===== config.mk =====
export PLATFORM = sky130hd
export DESIGN_NAME = cobs_link_bridge
export DESIGN_NICKNAME = d
export VERILOG_FILES = /design/src/rtl/cobs_bridge_pkg.sv /design/src/rtl/cobs_frame_enc.sv /design/src/rtl/cobs_frame_dec.sv /design/src/rtl/cobs_link_bridge.sv
export SDC_FILE = /design/constraint.sdc
export NUM_CORES = 1
export LEC_CHECK = 0
export ABC_AREA = 1
export ABC_CLOCK_PERIOD_IN_PS = 6100
export BUFFER_PORTS_ARGS = -buffer_cell sky130_fd_sc_hd__buf_2
export CELL_PAD_IN_SITES_DETAIL_PLACEMENT = 1
export CELL_PAD_IN_SITES_GLOBAL_PLACEMENT = 1
export CORE_MARGIN = 3
export CORE_UTILIZATION = 49
export DETAILED_ROUTE_END_ITERATION = 7
export PLACE_DENSITY_LB_ADDON = 0.08
export SLEW_MARGIN = 40
export SYNTH_ARGS = -nofsm -noshare
export SYNTH_HDL_FRONTEND = slang
export SYNTH_SLANG_ARGS = --single-unit

===== constraint.sdc =====
create_clock -name clk -period 6.1 [get_ports clk]
set_clock_uncertainty 0.1 [all_clocks]
set_input_delay 1.22 -clock clk [delete_from_list [all_inputs] [get_ports clk]]
set_output_delay 1.22 -clock clk [all_outputs]
set_load 0.01 [all_outputs]

===== src/rtl/cobs_bridge_pkg.sv =====
package cobs_bridge_pkg;
  typedef enum logic [1:0] {E_LOAD, E_SEND, E_DELIM} enc_st_e;
  typedef enum logic [1:0] {D_IDLE, D_BODY, D_DROP, D_EMIT} dec_st_e;
  localparam logic [7:0] LOCAL_TAG = 8'hFF;
endpackage


===== src/rtl/cobs_frame_enc.sv =====
module cobs_frame_enc
  import cobs_bridge_pkg::*;
#(
  parameter int MSG_MAX = 12
) (
  input  logic       clk,
  input  logic       rst_n,
  input  logic [7:0] in_data,
  input  logic       in_last,
  input  logic       in_valid,
  output logic       in_ready,
  output logic [7:0] out_data,
  output logic       out_valid,
  input  logic       out_ready
);
  localparam int BUF   = MSG_MAX + 1;
  localparam int IW    = $clog2(BUF + 1);
  localparam int DEPTH = 1 << IW;

  enc_st_e          st_q;
  logic [7:0]       buf_q [DEPTH];
  logic [IW-1:0]    cnt_q, len_q, pos_q, cnt_n, prev, zero_at;
  logic [7:0]       sum_q, sum_n, code;
  logic             take;

  assign in_ready = (st_q == E_LOAD);
  assign take     = (cnt_q < IW'(MSG_MAX));
  assign sum_n    = sum_q + (take ? in_data : 8'h00);
  assign cnt_n    = cnt_q + IW'(take);
  assign prev     = pos_q - IW'(1);

  // nearest zero at or after the current position, else end of block
  always_comb begin
    zero_at = len_q;
    for (int j = DEPTH - 1; j >= 0; j--) begin
      if (IW'(j) >= pos_q && IW'(j) < len_q && buf_q[j] == 8'h00) zero_at = IW'(j);
    end
  end
  assign code = 8'(zero_at - pos_q) + 8'd1;

  always_comb begin
    out_valid = (st_q != E_LOAD);
    if (st_q == E_DELIM)             out_data = 8'h00;
    else if (pos_q == '0)            out_data = code;
    else if (buf_q[prev] == 8'h00)   out_data = code;
    else                             out_data = buf_q[prev];
  end

  always_ff @(posedge clk) begin
    if (st_q == E_LOAD && in_valid) begin
      if (take) buf_q[cnt_q] <= in_data;
      if (in_last) buf_q[cnt_n] <= 8'h00 - sum_n;
    end
  end

  always_ff @(posedge clk or negedge rst_n) begin
    if (!rst_n) begin
      st_q  <= E_LOAD;
      cnt_q <= '0;
      len_q <= '0;
      pos_q <= '0;
      sum_q <= 8'h00;
    end else begin
      case (st_q)
        E_LOAD: if (in_valid) begin
          cnt_q <= cnt_n;
          sum_q <= sum_n;
          if (in_last) begin
            len_q <= cnt_n + IW'(1);
            pos_q <= '0;
            st_q  <= E_SEND;
          end
        end
        E_SEND: if (out_ready) begin
          if (pos_q == len_q) st_q <= E_DELIM;
          else                pos_q <= pos_q + IW'(1);
        end
        default: if (out_ready) begin
          st_q  <= E_LOAD;
          cnt_q <= '0;
          sum_q <= 8'h00;
        end
      endcase
    end
  end


  no_zero_in_block_chk: assert property (@(posedge clk) disable iff (!rst_n)
    (out_valid && st_q == E_SEND) |-> (out_data != 8'h00));

  tx_hold_chk: assert property (@(posedge clk) disable iff (!rst_n)
    (out_valid && !out_ready) |=> (out_valid && $stable(out_data)));

  reopen_after_delim_chk: assert property (@(posedge clk) disable iff (!rst_n)
    (out_valid && out_ready && st_q == E_DELIM) |=> in_ready);
endmodule


===== src/rtl/cobs_frame_dec.sv =====
module cobs_frame_dec
  import cobs_bridge_pkg::*;
#(
  parameter int MSG_MAX = 12
) (
  input  logic       clk,
  input  logic       rst_n,
  input  logic [7:0] in_data,
  input  logic       in_valid,
  output logic       in_ready,
  output logic [7:0] can_data,
  output logic       can_last,
  output logic       can_valid,
  input  logic       can_ready,
  output logic [7:0] ctl_data,
  output logic       ctl_last,
  output logic       ctl_valid,
  input  logic       ctl_ready,
  output logic       err
);
  localparam int BUF   = MSG_MAX + 1;
  localparam int IW    = $clog2(BUF + 1);
  localparam int DEPTH = 1 << IW;

  dec_st_e       st_q;
  logic [7:0]    buf_q [DEPTH];
  logic [IW-1:0] cnt_q, pos_q;
  logic [7:0]    rem_q, sum_q, wr_data;
  logic          err_q, accept, full, to_ctl, at_last, take_out, wr_en;

  assign in_ready  = (st_q != D_EMIT);
  assign accept    = in_valid && in_ready;
  assign full      = (cnt_q == IW'(BUF));
  assign to_ctl    = (buf_q[0] == LOCAL_TAG);
  assign at_last   = (pos_q == cnt_q - IW'(2));
  assign can_valid = (st_q == D_EMIT) && !to_ctl;
  assign ctl_valid = (st_q == D_EMIT) && to_ctl;
  assign can_data  = buf_q[pos_q];
  assign ctl_data  = buf_q[pos_q];
  assign can_last  = at_last;
  assign ctl_last  = at_last;
  assign take_out  = (can_valid && can_ready) || (ctl_valid && ctl_ready);
  assign err       = err_q;

  // a code byte inside the body stands for the zero that ended the previous group
  assign wr_en   = (st_q == D_BODY) && accept && (in_data != 8'h00) && !full;
  assign wr_data = (rem_q == 8'h00) ? 8'h00 : in_data;

  always_ff @(posedge clk) begin
    if (wr_en) buf_q[cnt_q] <= wr_data;
  end

  always_ff @(posedge clk or negedge rst_n) begin
    if (!rst_n) begin
      st_q  <= D_IDLE;
      cnt_q <= '0;
      pos_q <= '0;
      rem_q <= 8'h00;
      sum_q <= 8'h00;
      err_q <= 1'b0;
    end else begin
      err_q <= 1'b0;
      case (st_q)
        D_IDLE: if (accept && in_data != 8'h00) begin
          rem_q <= in_data - 8'd1;
          cnt_q <= '0;
          sum_q <= 8'h00;
          st_q  <= D_BODY;
        end
        D_BODY: if (accept) begin
          if (in_data == 8'h00) begin
            if (rem_q != 8'h00 || cnt_q < IW'(2) || sum_q != 8'h00) begin
              err_q <= 1'b1;
              st_q  <= D_IDLE;
            end else begin
              pos_q <= '0;
              st_q  <= D_EMIT;
            end
          end else if (full) begin
            err_q <= 1'b1;
            st_q  <= D_DROP;
          end else begin
            cnt_q <= cnt_q + IW'(1);
            if (rem_q == 8'h00) begin
              rem_q <= in_data - 8'd1;
            end else begin
              rem_q <= rem_q - 8'd1;
              sum_q <= sum_q + in_data;
            end
          end
        end
        D_DROP: if (accept && in_data == 8'h00) st_q <= D_IDLE;
        default: if (take_out) begin
          if (at_last) st_q  <= D_IDLE;
          else         pos_q <= pos_q + IW'(1);
        end
      endcase
    end
  end


  err_one_cycle_chk: assert property (@(posedge clk) disable iff (!rst_n)
    err |=> !err);

  can_hold_chk: assert property (@(posedge clk) disable iff (!rst_n)
    (can_valid && !can_ready) |=> (can_valid && $stable(can_data) && $stable(can_last)));

  ctl_hold_chk: assert property (@(posedge clk) disable iff (!rst_n)
    (ctl_valid && !ctl_ready) |=> (ctl_valid && $stable(ctl_data) && $stable(ctl_last)));

  emit_after_delim_chk: assert property (@(posedge clk) disable iff (!rst_n)
    ((can_valid || ctl_valid) && !$past(can_valid || ctl_valid))
      |-> $past(in_valid && in_ready && in_data == 8'h00));
endmodule


===== src/rtl/cobs_link_bridge.sv =====
module cobs_link_bridge #(
  parameter int MSG_MAX = 12
) (
  input  logic       clk,
  input  logic       rst_n,
  input  logic [7:0] msg_data,
  input  logic       msg_last,
  input  logic       msg_valid,
  output logic       msg_ready,
  output logic [7:0] txs_data,
  output logic       txs_valid,
  input  logic       txs_ready,
  input  logic [7:0] rxs_data,
  input  logic       rxs_valid,
  output logic       rxs_ready,
  output logic [7:0] can_data,
  output logic       can_last,
  output logic       can_valid,
  input  logic       can_ready,
  output logic [7:0] ctl_data,
  output logic       ctl_last,
  output logic       ctl_valid,
  input  logic       ctl_ready,
  output logic       frame_err
);
  cobs_frame_enc #(.MSG_MAX(MSG_MAX)) u_enc (
    .clk(clk), .rst_n(rst_n),
    .in_data(msg_data), .in_last(msg_last), .in_valid(msg_valid), .in_ready(msg_ready),
    .out_data(txs_data), .out_valid(txs_valid), .out_ready(txs_ready)
  );

  cobs_frame_dec #(.MSG_MAX(MSG_MAX)) u_dec (
    .clk(clk), .rst_n(rst_n),
    .in_data(rxs_data), .in_valid(rxs_valid), .in_ready(rxs_ready),
    .can_data(can_data), .can_last(can_last), .can_valid(can_valid), .can_ready(can_ready),
    .ctl_data(ctl_data), .ctl_last(ctl_last), .ctl_valid(ctl_valid), .ctl_ready(ctl_ready),
    .err(frame_err)
  );
endmodule


==> results.py <==
metrics = {
    "logic_synthesis": {
        "ys_ff_latch": 305,
        "synth_edf_count": 256,
        "synth_top_area_cell": "edfxtp_1",
        "netlist_area_mm2": 0.01679,
        "yosysWarnings": 0,
        "synthArstFlopShare_pct": 16.07,
        "synth_cells": 1875,
        "avgSynthCellArea_um2": 8.956,
        "synth_top_area_share_pct": 45.78,
        "yosys_most_used_dff": "edfxtp_1",
        "synth_cell_types": 60,
        "ys_top_cells_by_area": "edfxtp_1 (46%), nand2_1 (8.2%), o21ai_0 (7.6%)",
        "synth_seq_area_share_pct": 53.08,
    },
    "pwr": {
        "switching_share_pct": 46.60,
        "ir_worst_vdd_v": 0.0005144,
        "finalPower_w": 0.009729,
        "power_density_mw_per_mm2": 519.2,
        "leakage_nw": 7.498,
        "seq_power_share_pct": 29.2,
        "clkPwrFrac_pct": 22.3,
        "switchingPower_w": 0.004534,
        "p_comb_share_pct": 48.5,
        "internal_power_w": 0.005195,
    },
    "place": {
        "dp_slack_ns": 1.159,
        "routabilityCongestion": 0.8828,
        "dp.cells": 2326,
        "hpwl_mm": 38.81,
        "place.port_buffers": 55,
    },
    "cts": {
        "clk_pin_slew_ns": 0.06,
        "clock_latency_ns": 0.53,
        "cts_root_buffer": "clkbuf_16",
        "post_cts_resize_count": 0,
        "cts_setup_buffers": 0,
        "h-tree-depth": 2,
        "cts_buffer_depth": 3,
        "cts_tree": "yes",
        "cts_buffers": 37,
        "cts_hold_buf": 0,
        "cts_sinks": 305,
    },
    "floorplan": {
        "initial_core_util_pct": 49.95,
        "die_h_um": 191.1,
        "row_count": 67,
        "fp.dieW_um": 191.1,
        "fp.coreArea_mm2": 0.03362,
        "pin_count": 56,
        "die-area_mm2": 0.03653,
    },
    "final_layout": {
        "area_growth_pct": 11.59,
        "final_nets": 1986,
        "fin_cells": 2393,
        "layout_commonest_cell": "nand2_1",
        "final_cell_mix": "nand2_1 (365), edfxtp_1 (256), o21ai_0 (247)",
        "drive_above_1_share_pct": 11.52,
    },
    "timing": {
        "fin_ws_ns": 0.5908,
        "slew_violations": 0,
        "fin_crit_ns": 5.509,
        "hold_viol": 0,
        "setup_viol": 0,
        "min_period_over_period_pct": 90.32,
        "tightest_slew_ns": 0.9299,
        "rsz0062_at_grt": "no",
        "fmax_mhz": 181.5,
        "hold_slack_ns": 0.4267,
        "relSlewSlack_pct": 37.43,
        "finalSetupTns_ns": 0,
    },
    "route": {
        "ant_nets": 0,
        "drt-wirelength-per-cell_um": 23.62,
        "drt_first_pass_iters": 5,
        "drc": 0,
        "routed_wl_mm": 56.53,
        "via_per_inst": 5.981,
        "num_vias": 14312,
        "drt_iter0_drc": 1273,
    },
    "worst_setup_path": {
        "endpoint": "txs_data[6]",
        "worstReg2RegStart": "u_enc.cnt_q[2]$_DFFE_PN0P_",
        "slowest_delay_ns": 0.47,
        "worst-path-stages": 21,
        "start_kind": "register",
        "path_cells": "inv_1 -> ha_1 -> nor2_4 -> nor4_1 -> nand2_1 -> inv_1 -> nor2_1 -> nand2_1 -> nand3_1 -> a21oi_1 -> ha_1 -> inv_1 -> fa_1 -> xnor2_1 -> nor2_1 -> nand2_1 -> nand2_1 -> inv_1 -> nand2_1 -> a21oi_1 -> buf_2",
        "worstPathArrival_ns": 4.19,
        "crit_top_cell": "nand2_1",
        "criticalPathCategory": "register to output port",
        "endpoint_kind": "output port",
        "path_buf_inv": 5,
        "r2r_cells": 14,
        "crit_fanout": 8,
        "r2r_setup_slack_ns": 2.38,
        "cp_slowest_cell": "dfrtp_1",
        "crit_start": "u_enc.pos_q[1]$_DFFE_PN0P_",
        "cp_top_family": "simple AND/OR/NAND/NOR gates",
        "cp.required_ns": 4.78,
        "rr_endpoint": "u_enc.buf_q[3][7]$_DFFE_PP_",
    },
    "job": {
        "cap_violations": 0,
    },
    "global_route": {
        "grt.total_usage_pct": 31.07,
        "grt_first_pass_wirelength_mm": 85.97,
        "grt_pass1_vias": 14747,
        "grt_max_degree": 80,
        "antenna_found_initial": 2,
        "grt_overflow": 0,
    },
    "worst_hold_path": {
        "hold_path.class": "register to register",
    },
    "run_status": {
        "status": "completed",
    },
}
==> cells in the mapped netlist, types with 14 or more instances <==
cell type,n
o21ai_0,254
clkbuf_1,52
o22ai_1,15
o211ai_1,20
nand3_1,130
inv_1,161
nand2_1,365
xor2_1,20
nor3_1,17
a21oi_1,70
nand4_1,22
buf_2,17
nor2_1,209
nor4_1,14
edfxtp_1,256
ha_1,42
inv_2,16
buf_4,14
dfrtp_1,49
==> layer usage <==
layer	track usage, %	up-vias	part of all wire (%)
li1	-	6528	-
met1	43.30	7111	43
met2	49.94	573	46
met3	6.804	98	9.2
met4	7.423	2	2.0
met5	0	-	0.014
==> power by group through the flow <==
stage / Sequential (W) / Combinational, W / Clock (W)
CTS: 0.00283 / 0.00467 / 0.00218
floorplan: 0.00274 / 0.00311 / 0
global route: 0.00287 / 0.00519 / 0.00227
finish: 0.00284 / 0.00472 / 0.00217
detailed placement: 0.00287 / 0.00461 / 0
global placement: 0.00285 / 0.00444 / 0
==> worst min-delay path, delay by kind of cell, from the launching register on <==
kind,cells,cell delay (ns)
AO/OA/AOI/OAI,1,0.07
AND/OR/NAND/NOR,1,0.07
flip-flops,1,0.35
==> how the worst min path moves through the flow <==
stage                                from                         end  slack, ns  cells past startpoint
2_1_floorplan  u_enc.sum_q[0]$_DFFE_PN0P_  u_enc.sum_q[0]$_DFFE_PN0P_       0.38                      2
3_3_place_gp   u_enc.sum_q[4]$_DFFE_PN0P_  u_enc.sum_q[4]$_DFFE_PN0P_       0.41                      2
3_5_place_dp   u_enc.sum_q[0]$_DFFE_PN0P_  u_enc.sum_q[0]$_DFFE_PN0P_       0.42                      2
4_1_cts        u_enc.sum_q[6]$_DFFE_PN0P_  u_enc.sum_q[6]$_DFFE_PN0P_       0.43                      2
5_1_grt        u_dec.rem_q[5]$_DFFE_PN0P_  u_dec.rem_q[5]$_DFFE_PN0P_       0.46                      1
6_report       u_enc.sum_q[3]$_DFFE_PN0P_  u_enc.sum_q[3]$_DFFE_PN0P_       0.43                      2
==> final cells by class <==
cell class	instances	area, um^2
Multi-Input combinational cell	1306	6900
Clock inverter	19	187.7
Timing Repair Buffer	85	500.5
Antenna cell	1	2.502
Sequential cell	305	8917
Clock buffer	47	983.4
Fill cell	3899	14880
Inverter	182	686.9
Tap cell	448	560.5
==> state kept, by name, summed over array words and instances, names as in the netlist <==
signal / cells
u_enc.cnt_q: 4
u_enc.buf_q: 128
u_dec.cnt_q: 4
u_dec.st_q: 2
u_dec.rem_q: 8
u_enc.pos_q: 4
u_enc.st_q: 2
u_dec.pos_q: 4
u_dec.buf_q: 128
u_enc.len_q: 4
u_dec.err: 1
u_enc.sum_q: 8
u_dec.sum_q: 8
==> cells by family after synthesis <==
kind of cell | Yosys count | synth area share (%)
AOI/OAI and AO/OA | 413 | 13.60
xor gates and xnor gates | 36 | 2.124
adders and majority gates | 45 | 3.487
buffers and inverters | 271 | 6.616
DFF | 305 | 53.08
other | 1 | 0.02233
and+or+nand+nor | 804 | 21.07
==> per-stage QoR <==
stage | cell area [um^2] | utilization, %
global placement | 17470 | 51.97
detailed placement | 17530 | 52.15
floorplan | 16820 | -
finish | 18740 | 55.75
global route | 18740 | 55.74
CTS | 18700 | 55.63
Note: power is estimated with default switching activity, not from simulation.
